--- src/rtl/sparse_xlate_pkg.sv ---
package sparse_xlate_pkg;

  typedef enum logic [1:0] {
    XFER_BYTE = 2'd0,
    XFER_WORD = 2'd1,
    XFER_TRI  = 2'd2,
    XFER_LONG = 2'd3
  } xfer_len_e;

  typedef struct packed {
    logic       legal;
    logic [3:0] be_n;
  } lane_t;

  // Length code and byte offset -> legality and active-low lane enables.
  function automatic lane_t lane_decode(input logic [1:0] len, input logic [1:0] off);
    lane_t r;
    r.legal = 1'b0;
    r.be_n  = 4'hF;
    unique case (xfer_len_e'(len))
      XFER_BYTE: begin
        r.legal = 1'b1;
        r.be_n  = ~(4'b0001 << off);
      end
      XFER_WORD: begin
        if (off == 2'd0) begin r.legal = 1'b1; r.be_n = 4'b1100; end
        if (off == 2'd2) begin r.legal = 1'b1; r.be_n = 4'b0011; end
      end
      XFER_TRI: begin
        if (off == 2'd0) begin r.legal = 1'b1; r.be_n = 4'b1000; end
        if (off == 2'd1) begin r.legal = 1'b1; r.be_n = 4'b0001; end
      end
      XFER_LONG: begin
        if (off == 2'd2) begin r.legal = 1'b1; r.be_n = 4'b0000; end
      end
      default: r.legal = 1'b0;
    endcase
    return r;
  endfunction

endpackage

--- src/rtl/sx_ext_reg.sv ---
module sx_ext_reg #(
  parameter int W = 3
) (
  input  logic         clk,
  input  logic         rst_n,
  input  logic         wr_en,
  input  logic [W-1:0] wr_data,
  output logic [W-1:0] q
);
  always_ff @(posedge clk) begin
    if (!rst_n)     q <= '0;
    else if (wr_en) q <= wr_data;
  end
endmodule

--- src/rtl/sx_lane_decode.sv ---
module sx_lane_decode
  import sparse_xlate_pkg::*;
(
  input  logic [1:0] len,
  input  logic [1:0] off,
  output logic       legal,
  output logic [3:0] be_n
);
  lane_t res;
  always_comb res = lane_decode(len, off);
  assign legal = res.legal;
  assign be_n  = res.be_n;
endmodule

--- src/rtl/sx_bridge_sel.sv ---
module sx_bridge_sel #(
  parameter int MID_W    = 3,
  parameter int N_BRIDGE = 4,
  parameter int MID_BASE = 4,
  localparam int BR_W    = $clog2(N_BRIDGE)
) (
  input  logic [MID_W-1:0] mid,
  output logic             hit,
  output logic [BR_W-1:0]  idx
);
  logic [N_BRIDGE-1:0] hit_vec;

  for (genvar b = 0; b < N_BRIDGE; b++) begin : g_br
    assign hit_vec[b] = (mid == MID_W'(MID_BASE + b));
  end

  always_comb begin
    idx = '0;
    for (int i = 0; i < N_BRIDGE; i++) begin
      if (hit_vec[i]) idx = BR_W'(i);
    end
  end

  assign hit = |hit_vec;
endmodule

--- src/rtl/sparse_xlate.sv ---
module sparse_xlate
  import sparse_xlate_pkg::*;
#(
  parameter int ADDR_W   = 64,
  parameter int PCI_W    = 32,
  parameter int EXT_W    = 3,
  parameter int OFS_LSB  = 7,
  parameter int OFS_W    = 24,
  parameter int IO_BIT   = 31,
  parameter int MID_LSB  = 33,
  parameter int MID_W    = 3,
  parameter int N_BRIDGE = 4,
  parameter int MID_BASE = 4,
  localparam int BR_W    = $clog2(N_BRIDGE),
  localparam int PAD_W   = PCI_W - EXT_W - OFS_W - 2,
  localparam int IOPAD_W = PCI_W - OFS_W - 2
) (
  input  logic              clk,
  input  logic              rst_n,
  input  logic              req_valid,
  input  logic [ADDR_W-1:0] req_addr,
  input  logic              ext_wr_en,
  input  logic [EXT_W-1:0]  ext_wr_data,
  output logic              pci_valid,
  output logic [PCI_W-1:0]  pci_addr,
  output logic [3:0]        pci_be_n,
  output logic [1:0]        pci_size,
  output logic [BR_W-1:0]   pci_bridge,
  output logic              pci_is_io,
  output logic              bad_access
);

  // Named internal events, also watched by the bound checker.
  logic [EXT_W-1:0] ext_q;
  logic             dec_legal;
  logic [3:0]       dec_be_n;
  logic             mid_hit;
  logic [BR_W-1:0]  mid_idx;
  logic             access_ok;
  logic             is_io;
  logic [OFS_W-1:0] ofs;
  logic [PCI_W-1:0] addr_next;

  sx_ext_reg #(.W(EXT_W)) u_ext (
    .clk     (clk),
    .rst_n   (rst_n),
    .wr_en   (ext_wr_en),
    .wr_data (ext_wr_data),
    .q       (ext_q)
  );

  sx_lane_decode u_lane (
    .len   (req_addr[4:3]),
    .off   (req_addr[6:5]),
    .legal (dec_legal),
    .be_n  (dec_be_n)
  );

  sx_bridge_sel #(
    .MID_W    (MID_W),
    .N_BRIDGE (N_BRIDGE),
    .MID_BASE (MID_BASE)
  ) u_br (
    .mid (req_addr[MID_LSB +: MID_W]),
    .hit (mid_hit),
    .idx (mid_idx)
  );

  assign access_ok = dec_legal && mid_hit;
  assign is_io     = req_addr[IO_BIT];
  assign ofs       = req_addr[OFS_LSB +: OFS_W];
  assign addr_next = is_io ? {{IOPAD_W{1'b0}}, ofs, 2'b00}
                           : {ext_q, {PAD_W{1'b0}}, ofs, 2'b00};

  always_ff @(posedge clk) begin
    if (!rst_n) begin
      pci_valid  <= 1'b0;
      bad_access <= 1'b0;
      pci_addr   <= '0;
      pci_be_n   <= 4'hF;
      pci_size   <= 2'd0;
      pci_bridge <= '0;
      pci_is_io  <= 1'b0;
    end else begin
      pci_valid  <= req_valid && access_ok;
      bad_access <= req_valid && !access_ok;
      if (req_valid && access_ok) begin
        pci_addr   <= addr_next;
        pci_be_n   <= dec_be_n;
        pci_size   <= req_addr[4:3];
        pci_bridge <= mid_idx;
        pci_is_io  <= is_io;
      end
    end
  end

endmodule

--- config.mk ---
export PLATFORM = sky130hd
export DESIGN_NAME = sparse_xlate
export DESIGN_NICKNAME = d
export VERILOG_FILES = /design/src/rtl/sparse_xlate_pkg.sv /design/src/rtl/sx_ext_reg.sv /design/src/rtl/sx_lane_decode.sv /design/src/rtl/sx_bridge_sel.sv /design/src/rtl/sparse_xlate.sv
export SDC_FILE = /design/constraint.sdc
export NUM_CORES = 1
export LEC_CHECK = 0
export BUFFER_PORTS_ARGS = -buffer_cell sky130_fd_sc_hd__buf_2
export CAP_MARGIN = 20
export CORE_UTILIZATION = 40
export DETAILED_ROUTE_END_ITERATION = 8
export GPL_ROUTABILITY_DRIVEN = 0
export GPL_TIMING_DRIVEN = 0
export PLACE_DENSITY = 0.8
export SLEW_MARGIN = 20
export SYNTH_ARGS = -nofsm -noshare
export SYNTH_HDL_FRONTEND = slang
export SYNTH_HIERARCHICAL = 1
export SYNTH_SLANG_ARGS = --single-unit
--- constraint.sdc ---
create_clock -name clk -period 2.15 [get_ports clk]
set_clock_uncertainty 0.2 [all_clocks]
set_input_delay 0 -clock clk [delete_from_list [all_inputs] [get_ports clk]]
set_output_delay 0 -clock clk [all_outputs]
set_load 0.02 [all_outputs]
* Yosys cells after proc, flatten, opt, wreduce, memory -nomap -nowiden
Index checks and enable logic that the tools add are counted.
** Operators by class
- Bitwise operators :: 1
- Shift-type cells :: 1
- Mux-type cells :: 10
- Equal/unequal tests :: 9
- Reductions and logical operators :: 7
** Operator list (count)
- 32-bit two-way mux :: 1
- 5-bit two-way mux :: 5
- 5-bit case mux with 4 select lines :: 1
- 3-bit equality test, second input constant :: 4
- 2-bit equality test, second input constant :: 3
- 2-bit by 1-bit equality test with 1-bit output, second input constant :: 2
- 2-bit logical NOT :: 2
- 2-bit two-way mux :: 2
- 4-bit inverter :: 1
- 4-bit OR reduction :: 1
- 1-bit by 2-bit << shifter with 4-bit output, first input constant :: 1
- 1-bit logical AND :: 3
- 1-bit logical NOT :: 1
- 1-bit two-way mux :: 1
** Storage, ports and cells
- Flip-flop bits (word level) :: 46
- Output and inout port bits :: 43
- Input port bits :: 71

* Logic depth before layout (Yosys ltp)
- Depth in word-level cells :: 7
- Mapped depth :: 7
- Mapped depth without buffers :: 4

* Cells and area by module
Netlist, hierarchy kept.
** By module, submodules not included
- sparse_xlate :: area an instance 1582.8 um2, cells an instance 168, sequential area each 760.7 um2, times used 1
- sx_lane_decode :: area an instance 121.4 um2, cells an instance 17, sequential area each 0.0 um2, times used 1
- sx_ext_reg :: area an instance 108.9 um2, cells an instance 9, sequential area each 60.1 um2, times used 1
- sx_bridge_sel :: area an instance 16.3 um2, cells an instance 3, sequential area each 0.0 um2, times used 1

* Worst setup path before layout
Ideal clock, no wire load.
- Kind :: in2reg
- Start :: in req_addr[6]
- End :: reg pci_addr[10]
- Library setup time :: 0.072 ns
- Buffers on the path :: 3
- Stages on the path :: 7
- Arrival :: 1.302 ns
- Slack :: 0.576 ns
- Required time :: 1.878 ns
- Cells stage by stage :: buf_2 nor2b_1 o21ai_0 and3_4 buf_12 buf_12 mux2i_1
** Between the ends
- Cells in the longest elaborated chain, start to end :: 6
- Elaborated cells on any way between the ends :: 11
** Ends and longest elaborated chain
- from (decl) :: line sparse_xlate.sv:21 : input logic [ADDR_W-1:0] req_addr,
- 2-bit logical NOT :: line sparse_xlate_pkg.sv:26, sparse_xlate_pkg.sv:30
- 5-bit two-way mux, on equally long branches :: line sparse_xlate_pkg.sv:30, sparse_xlate_pkg.sv:26
- 5-bit two-way mux, on equally long branches :: line sparse_xlate_pkg.sv:31, sparse_xlate_pkg.sv:27
- 5-bit case mux with 4 select lines (*) :: line sparse_xlate_pkg.sv:20 : unique case (xfer_len_e'(len))
- named net dec_legal :: line sparse_xlate.sv:35 : logic dec_legal;
- 1-bit logical AND (*) :: line sparse_xlate.sv:69 : assign access_ok = dec_legal && mid_hit;
- 1-bit logical AND (*) :: line sparse_xlate.sv:87 : if (req_valid && access_ok) begin
- to (signal assigned) :: line sparse_xlate.sv:88 : pci_addr <= addr_next;
- to (decl) :: line sparse_xlate.sv:25 : output logic [PCI_W-1:0] pci_addr,
The timed path passes the listed nets; every way through them passes the cells marked *.
A chain may end at the register's enable or synchronous reset.

* Worst setup path after layout
- Start :: in req_addr[5]
- End :: reg pci_addr[14]
Same word-level chain as after synthesis.

==> results.txt <==
Share of cells above drive strength 1 -> 30.65%
Yosys warnings -> 6
Clock buffer depth -> 2
Clock Latency Late Sink -> 0.28 ns
Final core occ -> 62.90%
Initial antenna violation count -> 0
Cell Area, Synth -> 1829 sq um
Synth Flop Type -> dfxtp_1
Gr usage total -> 18.67%
Setup TNS -> 0 ns
Number of detailed-route iterations in the first pass -> 4
IO Port Bufs -> 75
Ys async rst share -> 0%
Number of remaining DRC errors -> 0
MaxCap Viol Count -> 0
Hold Crit Class -> primary input to register
Initial DRC count -> 75
Area Growth Syn to Fin -> 50.75%
FP Rows -> 24
Routed WL per cell -> 11.78 microns
Syn Inst Count -> 197
Number of global-route vias before repair -> 1,727
Status -> complete, no violations
Remaining Overflow, GRT -> 0
Crit Path Max Fanout -> 10
First-pass GRT wire length -> 7300 microns
Fin nets -> 393
Static leakage -> 1.303 nW
CP required -> 2.16 ns
Syn Area/Cell -> 9.286 sq um
CTS tree -> yes
Via count -> 1,721
Root buf cell -> clkbuf_8
Post-route minimum period -> 1.930 ns
Post-CTS setup buffers -> 0
IO Pins -> 114
Post-synth EDFFs -> 0
Die area -> 4848 sq um
DP Wirelength -> 2833 microns
Critical Path Source Type -> primary input
Core footprint -> 4384 sq um
Vias per inst -> 4.589
Clock Pin Slew Worst Setup and Hold Paths -> 0.07 ns
Synth cell types -> 27
Endpoint class of the critical path -> register
Post-synthesis sequential area ratio -> 44.87%
Largest net degree at the start of global routing -> 13
Initial Util -> 41.72%
Clk sink count -> 41
Die X -> 69.63 microns
CTS buffer count -> 5
Antenna cells -> 0
Setup Crit Path Kind -> primary input to register
Critical Path AT -> 1.94 ns
Final Max Slew Viols -> 0
VDD IR-drop max -> 0.3753 mV
H-tree Lvls -> 2
Die Height -> 69.63 microns
Number of hold violations in the final report -> 0
Most frequent cells in the layout -> buf_2, nand2_1, dfxtp_1
Commonest non-fill, non-tap cell in the layout -> buf_2
Post-DRT Antenna Nets -> 0
Number of synthesized register bits -> 41
Final WL -> 4416 microns
FMAX -> 0.5180 GHz
RSZ-0062 raised after global routing -> false
Count of final setup violators -> 0
Final Cycle Share -> 89.78%
P per Cell Area -> 575.2 nW/um^2
==> kinds of logic after synthesis <==
logic type	after synthesis	synth area share (%)
simple gates	83	20.45
flops	41	44.87
mux	36	19.97
buf+inv	24	9.713
compound gates	11	4.309
xor+xnor	1	0.4789
other cells	1	0.2050
==> power by group <==
part           switching, mW  internal (mW)
Combinational          0.150          0.159
Sequential            0.0140          0.789
Clock                  0.249          0.225
==> timing repair <==
item / CTS / global route
endpoints found under the hold margin: 40 / 0
endpoints found under the setup margin: 0 / 31
resized for setup: 0 / 1
hold buffers: 39 / 0
==> synthesized netlist by cell type (all sizes together), types with 3 or more instances <==
library cell  instances  area [sq um]
nand2                62         232.7
dfxtp                41         820.8
mux2i                35         350.3
buf                  12         132.6
clkbuf                7         26.28
inv                   5         18.77
nand4                 4         25.02
nor2b                 4         25.02
o211ai                4         30.03
and2                  3         18.77
nand2b                3         18.77
nand3b                3         22.52
==> critical path: stages <==
cell           delay (ns)
dlygate4sd3_1        0.54
buf_2                0.15
nand2b_1             0.16
o21ai_1              0.33
and3_4               0.27
buf_12               0.15
buf_12               0.14
mux2i_1              0.19
==> layer usage <==
metal | routed length [microns] | up-vias | GRT usage (%)
li1 | - | 892 | -
met1 | 1821 | 775 | 19.05
met2 | 2373 | 52 | 36.79
met3 | 187 | 2 | 4.215
met4 | 34 | 0 | 6.222
met5 | 0 | - | 0
==> final cells by class <==
| class | instances | area [sq um] |
|---|---|---|
| multi-input combinational | 136 | 845.8 |
| clock inverter | 2 | 10.01 |
| timing repair buffer | 114 | 765.7 |
| tap | 52 | 65.06 |
| buffer | 19 | 158.9 |
| inverter | 5 | 18.77 |
| sequential | 41 | 820.8 |
| clock buffer | 6 | 72.57 |
| fill | 358 | 1627 |
==> stage by stage <==
step / hold slack [ns] / instance area [sq um] / total power, mW / std cells / setup slack, ns
finish: 0.05654 / 2758 / 1.586 / 375 / 0.2197
CTS: 0.04262 / 2758 / 1.603 / 375 / 0.02866
global placement: 0.04662 / 2285 / 1.067 / 328 / 0.3640
detailed placement: 0.05371 / 2285 / 1.072 / 328 / 0.3299
floorplan: -0.08391 / 1844 / 0.9835 / 201 / 0.5760
global route: 0.08952 / 2758 / 1.668 / 375 / 0.06720
==> path summary, 6_finish.rpt <==
path | start | cells past startpoint | end | slack (ns)
worst max-delay path | req_addr[5] | 8 | pci_addr[14] | 0.22
worst min-delay path | req_addr[6] | 4 | pci_be_n[1] | 0.06
worst max register to register | u_ext/q[2] | 3 | u_ext/q[2] | 0.76
worst min register to register | pci_addr[10] | 2 | pci_addr[10] | 0.25
==> sequential cells by signal, indices dropped and copies added (netlist names) <==
signal      cells
pci_addr       27
pci_be_n        4
u_ext/q         3
pci_bridge      2
pci_size        2
bad_access      1
pci_is_io       1
pci_valid       1
No activity file was read; power rests on OpenSTA's default activity.
